===== config.mk =====
export PLATFORM = sky130hd
export DESIGN_NAME = tier_par_rebuild
export DESIGN_NICKNAME = d
export VERILOG_FILES = /design/src/rtl/tpr_pkg.sv /design/src/rtl/tpr_det_gen.sv /design/src/rtl/tpr_enc.sv /design/src/rtl/tpr_rebuild.sv /design/src/rtl/tier_par_rebuild.sv
export SDC_FILE = /design/constraint.sdc
export NUM_CORES = 2
export LEC_CHECK = 0
export BUFFER_PORTS_ARGS = -buffer_cell sky130_fd_sc_hd__buf_2
export CORE_AREA = 2 2 653 655
export DETAILED_ROUTE_END_ITERATION = 7
export DIE_AREA = 0 0 655 657
export HOLD_SLACK_MARGIN = 0.02
export PLACE_DENSITY = 0.33
export SYNTH_ARGS = -nofsm -noshare
export SYNTH_HDL_FRONTEND = slang
export SYNTH_SLANG_ARGS = --single-unit

===== constraint.sdc =====
create_clock -name clk_i -period 243.4 [get_ports clk_i]
set_input_delay 24.34 -clock clk_i [delete_from_list [all_inputs] [get_ports clk_i]]
set_output_delay 24.34 -clock clk_i [all_outputs]
set_load 0.02 [all_outputs]

===== src/rtl/tpr_pkg.sv =====
package tpr_pkg;
  localparam int NCHIP   = 9;
  localparam int FLD_W   = 7;
  localparam int SEG_W   = 57;
  localparam int LINE_W  = 512;
  localparam int LAST_W  = LINE_W - (NCHIP - 1) * SEG_W;
  localparam int BYTE_W  = FLD_W + 1;
  localparam int REC_W   = NCHIP * BYTE_W;
  localparam int COV_W   = NCHIP * FLD_W;
  localparam int IDX_W   = 4;
  localparam int DET_STEP = 2;

  function automatic logic [SEG_W-1:0] seg_of(input logic [LINE_W-1:0] line, input int c);
    if (c < NCHIP - 1) return line[c*SEG_W +: SEG_W];
    return {{(SEG_W-LAST_W){1'b0}}, line[LINE_W-1 -: LAST_W]};
  endfunction
endpackage


===== src/rtl/tpr_det_gen.sv =====
module tpr_det_gen
  import tpr_pkg::*;
(
  input  logic [COV_W-1:0] cov_i,
  output logic [NCHIP-1:0] det_o
);
  // detection bit index = (chip + step*column) mod chip count
  always_comb begin
    det_o = '0;
    for (int c = 0; c < NCHIP; c++)
      for (int k = 0; k < FLD_W; k++)
        det_o[(c + DET_STEP*k) % NCHIP] ^= cov_i[c*FLD_W + k];
  end
endmodule


===== src/rtl/tpr_enc.sv =====
module tpr_enc
  import tpr_pkg::*;
(
  input  logic [LINE_W-1:0] line_i,
  output logic [REC_W-1:0]  rec_o,
  output logic              spare_o
);
  logic [SEG_W-1:0] par;
  logic [FLD_W-1:0] t2;
  logic [COV_W-1:0] cov;
  logic [NCHIP-1:0] det;

  always_comb begin
    par = '0;
    for (int c = 0; c < NCHIP; c++) par ^= seg_of(line_i, c);
    t2 = '0;
    for (int c = 0; c < NCHIP - 1; c++) t2 ^= par[c*FLD_W +: FLD_W];
  end

  assign cov     = {t2, par[COV_W-FLD_W-1:0]};
  assign spare_o = par[SEG_W-1];

  tpr_det_gen u_det (.cov_i(cov), .det_o(det));

  for (genvar g = 0; g < NCHIP; g++) begin : g_pack
    assign rec_o[g*BYTE_W +: BYTE_W] = {det[g], cov[g*FLD_W +: FLD_W]};
  end
endmodule


===== src/rtl/tpr_rebuild.sv =====
module tpr_rebuild
  import tpr_pkg::*;
(
  input  logic [LINE_W-1:0] line_i,
  input  logic [REC_W-1:0]  rec_i,
  input  logic              spare_i,
  input  logic [IDX_W-1:0]  fail_i,
  output logic [LINE_W-1:0] line_o,
  output logic              err_o
);
  logic [COV_W-1:0]  cov_rd, cov_fix;
  logic [NCHIP-1:0]  det_rd, det_calc, keep;
  logic [FLD_W-1:0]  lost_fld;
  logic [SEG_W-1:0]  par, lost_seg;
  logic [LINE_W-1:0] line_fix;
  logic              in_range;

  for (genvar g = 0; g < NCHIP; g++) begin : g_unpack
    assign cov_rd[g*FLD_W +: FLD_W] = rec_i[g*BYTE_W +: FLD_W];
    assign det_rd[g]                = rec_i[g*BYTE_W + FLD_W];
  end

  assign in_range = int'(fail_i) < NCHIP;

  // tier 2: dead chip's field = XOR of the eight surviving fields
  always_comb begin
    lost_fld = '0;
    for (int c = 0; c < NCHIP; c++)
      if (c != int'(fail_i)) lost_fld ^= cov_rd[c*FLD_W +: FLD_W];
    cov_fix = cov_rd;
    if (in_range) cov_fix[int'(fail_i)*FLD_W +: FLD_W] = lost_fld;
  end

  tpr_det_gen u_det (.cov_i(cov_fix), .det_o(det_calc));

  // detection bit held by the dead chip is not trusted
  assign keep  = ~(NCHIP'(1) << fail_i);
  assign err_o = in_range && |((det_calc ^ det_rd) & keep);

  assign par = {spare_i, cov_fix[COV_W-FLD_W-1:0]};

  always_comb begin
    lost_seg = par;
    for (int c = 0; c < NCHIP; c++)
      if (c != int'(fail_i)) lost_seg ^= seg_of(line_i, c);
    line_fix = line_i;
    if (int'(fail_i) < NCHIP - 1)
      line_fix[int'(fail_i)*SEG_W +: SEG_W] = lost_seg;
    else if (int'(fail_i) == NCHIP - 1)
      line_fix[LINE_W-1 -: LAST_W] = lost_seg[LAST_W-1:0];
  end

  assign line_o = (in_range && !err_o) ? line_fix : line_i;
endmodule


===== src/rtl/tier_par_rebuild.sv =====
module tier_par_rebuild
  import tpr_pkg::*;
(
  input  logic              clk_i,
  input  logic              rst_ni,
  input  logic [LINE_W-1:0] enc_line_i,
  output logic [REC_W-1:0]  enc_rec_o,
  output logic              enc_spare_o,
  input  logic              rb_valid_i,
  output logic              rb_ready_o,
  input  logic [LINE_W-1:0] rb_line_i,
  input  logic [REC_W-1:0]  rb_rec_i,
  input  logic              rb_spare_i,
  input  logic [IDX_W-1:0]  rb_fail_i,
  output logic              rb_valid_o,
  output logic [LINE_W-1:0] rb_line_o,
  output logic              rb_err_o
);
  logic              s1_v;
  logic [LINE_W-1:0] s1_line;
  logic [REC_W-1:0]  s1_rec;
  logic              s1_spare;
  logic [IDX_W-1:0]  s1_fail;
  logic [LINE_W-1:0] fix_line;
  logic              fix_err;
  logic              accept;

  tpr_enc u_enc (.line_i(enc_line_i), .rec_o(enc_rec_o), .spare_o(enc_spare_o));

  assign rb_ready_o = !s1_v;
  assign accept     = rb_valid_i && rb_ready_o;

  always_ff @(posedge clk_i or negedge rst_ni) begin
    if (!rst_ni) begin
      s1_v       <= 1'b0;
      rb_valid_o <= 1'b0;
    end else begin
      s1_v       <= accept;
      rb_valid_o <= s1_v;
    end
  end

  always_ff @(posedge clk_i) begin
    if (accept) begin
      s1_line  <= rb_line_i;
      s1_rec   <= rb_rec_i;
      s1_spare <= rb_spare_i;
      s1_fail  <= rb_fail_i;
    end
    if (s1_v) begin
      rb_line_o <= fix_line;
      rb_err_o  <= fix_err;
    end
  end

  tpr_rebuild u_rb (
    .line_i (s1_line),
    .rec_i  (s1_rec),
    .spare_i(s1_spare),
    .fail_i (s1_fail),
    .line_o (fix_line),
    .err_o  (fix_err)
  );
endmodule


# Word-level counts from Yosys, hierarchy flattened
# Index checks and enable logic that the tools add are counted.
classes:
  muxes: 49
  shifts: 5
  mul: 2
  magnitude_cmp: 2
  n_reduce_logical: 7
  n_addsub: 2
  eq_ne: 9
  bitwise: 143
ops:
  columns: ["op", "n"]
  rows:
  - ["two-way mux 57 bit", 25]
  - ["XOR 57 bit", 15]
  - ["bitwise mux 512 bit", 1]
  - ["two-way mux 512 bit", 1]
  - ["variable shift 57 x 33 -> 512 bit, first input constant", 1]
  - ["indexed part select 57 x 33 -> 512 bit", 1]
  - ["two-way mux 456 bit", 1]
  - ["XOR 57 x 56 -> 57 bit", 2]
  - ["two-way mux 56 bit", 2]
  - ["XOR 1 bit", 108]
  - ["XOR 7 bit", 15]
  - ["negator 32 -> 33 bit", 2]
  - ["bitwise mux 63 bit", 1]
  - ["two-way mux 63 bit", 1]
  - ["two-way mux 7 bit", 9]
  - ["variable shift 7 x 33 -> 63 bit, first input constant", 1]
  - ["indexed part select 7 x 33 -> 63 bit", 1]
  - ["!= test 4 bit, first input constant", 5]
  - ["multiplier 4 x 6 -> 10 bit, second input constant", 1]
  - ["AND 9 bit", 1]
  - ["inverter 9 bit", 1]
  - ["OR reduction 9 bit", 1]
  - ["<< shifter 1 x 4 -> 9 bit, first input constant", 1]
  - ["XOR 9 bit", 1]
  - ["9 further kinds", 21]
word_totals:
  register_bits: 1104
  wordCells: 227
  out_inout_bits: 588
  inputBits: 1104

# Logic depth before layout (Yosys ltp)
depth:
  word_depth: 43
  ltp_mapped: 21
  depth_no_buf: 15

# Hierarchy
# A second synthesis with hierarchy kept.
hier_totals:
  cells_unflattened: 4920
  area_unflattened_um2: 59768.6
modules_own_cells:
  columns: ["module", "instances", "area_each_um2", "cells_per_inst", "seq_area_each_um2"]
  rows:
  - ["tier_par_rebuild", 1, 33151.8, 1106, 33141.8]
  - ["tpr_rebuild", 1, 20410.8, 3287, 0.0]
  - ["tpr_enc", 1, 5079.9, 455, 0.0]
  - ["tpr_det_gen", 2, 563.0, 36, 0.0]

# Worst setup path after synthesis
# Ideal clock, no wire load.
synth_path:
  path_type: "register to register"
  from: "register s1_v"
  to: "register s1_fail[0], enable pin"
  stages_incl_launch_ff: 2
  setup_time_ps: 11579
  path_buffers: 0
  t_arrival_ps: 85968
  setup_slack_ps: 145853
  required_ps: 231821
  synth_period_minus_slack_ps: 97547
  cell_sequence: "dfrtp_1 nor2b_1"
synth_via:
  elab_chain_len: 2
synth_lines:
  columns: ["item", "line", "source"]
  rows:
  - ["start: declaration", "tier_par_rebuild.sv:19", "logic s1_v;"]
  - ["start signal: assignment", "tier_par_rebuild.sv:38", "s1_v <= accept;"]
  - ["zero test 1 bit", "tier_par_rebuild.sv:30", "assign rb_ready_o = !s1_v;"]
  - ["logical AND 1 bit", "tier_par_rebuild.sv:31", "assign accept = rb_valid_i && rb_ready_o;"]
  - ["named net accept", "tier_par_rebuild.sv:26", "logic accept;"]
  - ["end signal: assignment", "tier_par_rebuild.sv:48", "s1_fail <= rb_fail_i;"]
  - ["end: declaration", "tier_par_rebuild.sv:23", "logic [IDX_W-1:0] s1_fail;"]
# The timed path passes the listed nets, and every way through them passes these cells.
# A chain may end at the register's enable or synchronous reset.

# Worst setup path in the final report
layout_path:
  from: "input enc_line_i[411]"
  to: "output enc_rec_o[23]"
layout_via:
  elab_chain_len: 8
layout_lines:
  columns: ["item", "line", "source"]
  rows:
  - ["start: declaration", "tier_par_rebuild.sv:6", "input logic [LINE_W-1:0] enc_line_i,"]
  - ["XOR 57 bit", "tpr_enc.sv:15", "for (int c = 0; c < NCHIP; c++) par ^= seg_of(line_i, c);"]
  - ["XOR 57 x 56 -> 57 bit", "tpr_enc.sv:15", null]
  - ["XOR 1 bit (6 in series)", "tpr_det_gen.sv:12", "det_o[(c + DET_STEP*k) % NCHIP] ^= cov_i[c*FLD_W + k];"]
  - ["end: declaration", "tier_par_rebuild.sv:7", "output logic [REC_W-1:0] enc_rec_o,"]
# No other way between the ends.

==> out/results.ini <==
[clocking]
tritoncts_buffers = 144
clock_path_buffers = 4
clk_latency_ns = 0.85
path_clk_slew_ns = 0.05
numClockSinks = 1104
cts-htree-levels = 4
post_cts_hold_buffer_count = 0
post_cts.resized_instances = 0
tritoncts = yes
post-cts-setup-buffer-count = 0
cts-root-buf = clkbuf_16

[critical_path]
critPathMaxFanout = 3
crit_start = enc_line_i[411]
worstReg2RegStart = s1_fail[0]
crit_chain = buf_2 > xnor2_1 > xnor2_1 > xnor2_1 > xnor2_1 > xnor2_1 > xnor2_1 > xnor2_1 > buf_2
cp_data_arrival_time_ns = 28.77
critical_path_class = primary input to primary output
worst-endpoint-required_ns = 219.06
worstSetupStartpointType = primary input
crit_top_cell = xnor2_1
endpoint_kind = primary output
cp_slowest_stage_delay_ns = 1.05
cp_top_family = XOR/XNOR gates
critical_path.n_buffers_inverters = 2
slowest_stage = xnor2_1

[layout]
layout.nets = 7202
fraction_of_final_layout_cells_with_drive_strength_greater_than_1 = 0.390
layout_area_growth_over_synthesis_pct = 36.2
fin_cells = 12000
postLayoutCellArea_sq_mm = 0.0782

[timing]
final.setup_skew_ns = 0.0727
holdWs_ns = 0.565
grt_setup_unrepaired = false
timing.final.crit_period_ns = 53.11
slew_violations = 2
report.final.hold_viol_count = 0
worst_pin_slew_ns = 1.53
maxSlewHeadroom = -0.0279
fmax_mhz = 18.8
setup_violations = 0
finalCritPeriodShare = 0.218
totalNegativeSetupSlack_ns = 0

[power]
power_frac_clock = 0.299
p_int_mw = 0.423
irDropWorstVdd_mv = 0.0161
leakage_nw = 30.2
design_power_mw = 0.709
powerDensity_mw_per_mm2 = 9.07
power_switching_share = 0.403
switching_power_summed_over_all_nets_mw = 0.285
share_comb_of_total_power = 0.379
p_seq_frac = 0.323

[drt]
detail_route.wirelength_mm = 385
detail-route-antenna-nets = 0
vias = 44100
drcViolationCount = 0
avgViaCountPerCell = 3.68
drt-initial-drc-count = 3237
wl_per_cell_um = 32.1
detailedRoute.firstPassIterationCount = 7

[floorplanning]
fp.dieW_um = 655
area_of_the_core_sq_mm = 0.423
io_pins = 1692
die_y_um = 657
dieArea_sq_mm = 0.430
initial_standard_cell_utilization_of_the_core = 0.136
placementRows = 239

[outcome]
failing_checks = max-capacitance violations, max-slew violations
status = finished with violations

[place]
placed_inst_area_sq_mm = 0.0733
post-dp-hpwl_mm = 300
numPortBuffers = 1691
globalplace.congestion = 0.885
place_inst = 11600

[synth]
asyncSetResetFlopFracSynth = 0.00181
synth_top_cells_by_area = edfxtp_1 (58%), xnor2_1 (13%), mux2_4 (4.7%)
post_synth_num_cell_types = 68
synth.most_common_cell = edfxtp_1
synth_edf_count = 1102
synth_common_cells = edfxtp_1 (1102), xnor2_1 (861), nand2_1 (599)
mappedNetlistArea_sq_mm = 0.0574
yosysSeqAreaShare = 0.577
synthesized_area_per_cell_sq_um = 13.3
synth_top_area_share = 0.577
synth_top_flop_cell = edfxtp_1
post_synth_inst_count = 4329
ys_seq_elements = 1104
ys.warnings.count = 0
cell_type_with_the_highest_aggregate_area_in_the_netlist = edfxtp_1
synth_nets = 5442

[global_routing]
grt.overflow.total = 0
vias_in_the_first_global_route = 45000
grt_antenna_before_repair = 272
grt_start_max_net_pins = 137
grt_use_total = 0.171
grt_first_pass_wirelength_mm = 479

[hold_path]
min_from = s1_line[326]
min_delay_worst_type = register to register

[run]
cap_viol_max_count = 1

==> placed cells by master (no fill, tap or decap), drive strengths merged, types with 140 or more instances in the layout <==
cell type,instances
nand2,599
clkbuf,170
nor2,194
mux2,342
inv,140
xor2,265
diode,140
edfxtp,1102
xnor2,862
buf,1817
==> layout make-up <==
type | instances | area (sq um)
tap | 5663 | 7090
clock buffer | 170 | 3720
multi-input combinational | 2890 | 23100
inverter | 132 | 495
sequential | 1104 | 33100
antenna | 140 | 350
timing repair buffer | 1817 | 9570
fill | 46700 | 345000
clock inverter | 83 | 742
==> per-stage QoR <==
step	setup WS (ns)	utilization
after floorplan	145.85	-
after global placement	189.32	0.173
after detailed placement	190.39	0.173
after CTS	190.37	0.184
after global routing	190.54	0.185
final	190.29	0.185
==> state kept, by name (all words and copies together), names as in the netlist <==
name / cells
rb_valid_o: 1
s1_spare: 1
s1_line: 512
s1_fail: 4
s1_rec: 72
rb_err_o: 1
rb_line_o: 512
s1_v: 1
==> logic make-up after synthesis <==
| group | after synthesis | share of synthesized area |
|---|---|---|
| AO/OA/AOI/OAI | 322 | 0.0431 |
| XOR/XNOR | 1147 | 0.180 |
| adder cells (fa/ha/maj) | 9 | 0.00196 |
| buffers and inverters | 335 | 0.0266 |
| flip-flops | 1104 | 0.577 |
| multiplexers | 472 | 0.102 |
| AND/OR/NAND/NOR | 940 | 0.0694 |
==> worst register-to-register path, cell delays in order, from the launching register on <==
cell      delay (ns)
edfxtp_1        0.72
inv_1           0.38
ha_1            0.51
nand3b_1        0.31
buf_4           0.52
a21oi_1         0.16
a311oi_1        0.52
xnor2_1         0.20
xnor3_1         0.53
a22oi_1         0.76
xnor2_1         0.23
xnor3_1         0.40
xnor2_1         0.19
a221oi_2        0.38
and3_2          1.03
nand4_1         0.57
buf_4           0.54
buf_4           0.50
mux2_4          0.63
==> final timing paths <==
check	endpoint	slack (ns)	cells past startpoint
hold / removal	rb_line_o[326]	0.57	1
setup reg to reg	rb_line_o[379]	234.09	18
min in group asynchronous	rb_valid_o	23.32	1
hold reg to reg	rb_line_o[326]	0.57	1
setup / recovery	enc_rec_o[23]	190.29	9
max in group asynchronous	s1_v	219.98	1
==> routing by layer <==
metal	GRT usage	part of all wire
met5	0	0.0016
met4	0.0958	0.063
met3	0.0353	0.059
met2	0.332	0.55
met1	0.165	0.33
==> power groups by stage <==
| stage | sequential (mW) | combinational (mW) | clock (mW) |
|---|---|---|---|
| 2_1_floorplan | 0.250 | 0.129 | 0 |
| 3_3_place_gp | 0.232 | 0.272 | 0 |
| 3_5_place_dp | 0.232 | 0.273 | 0 |
| 4_1_cts | 0.229 | 0.275 | 0.219 |
| 5_1_grt | 0.230 | 0.280 | 0.224 |
| 6_report | 0.229 | 0.268 | 0.212 |
Power figures use the tool's default switching activity.
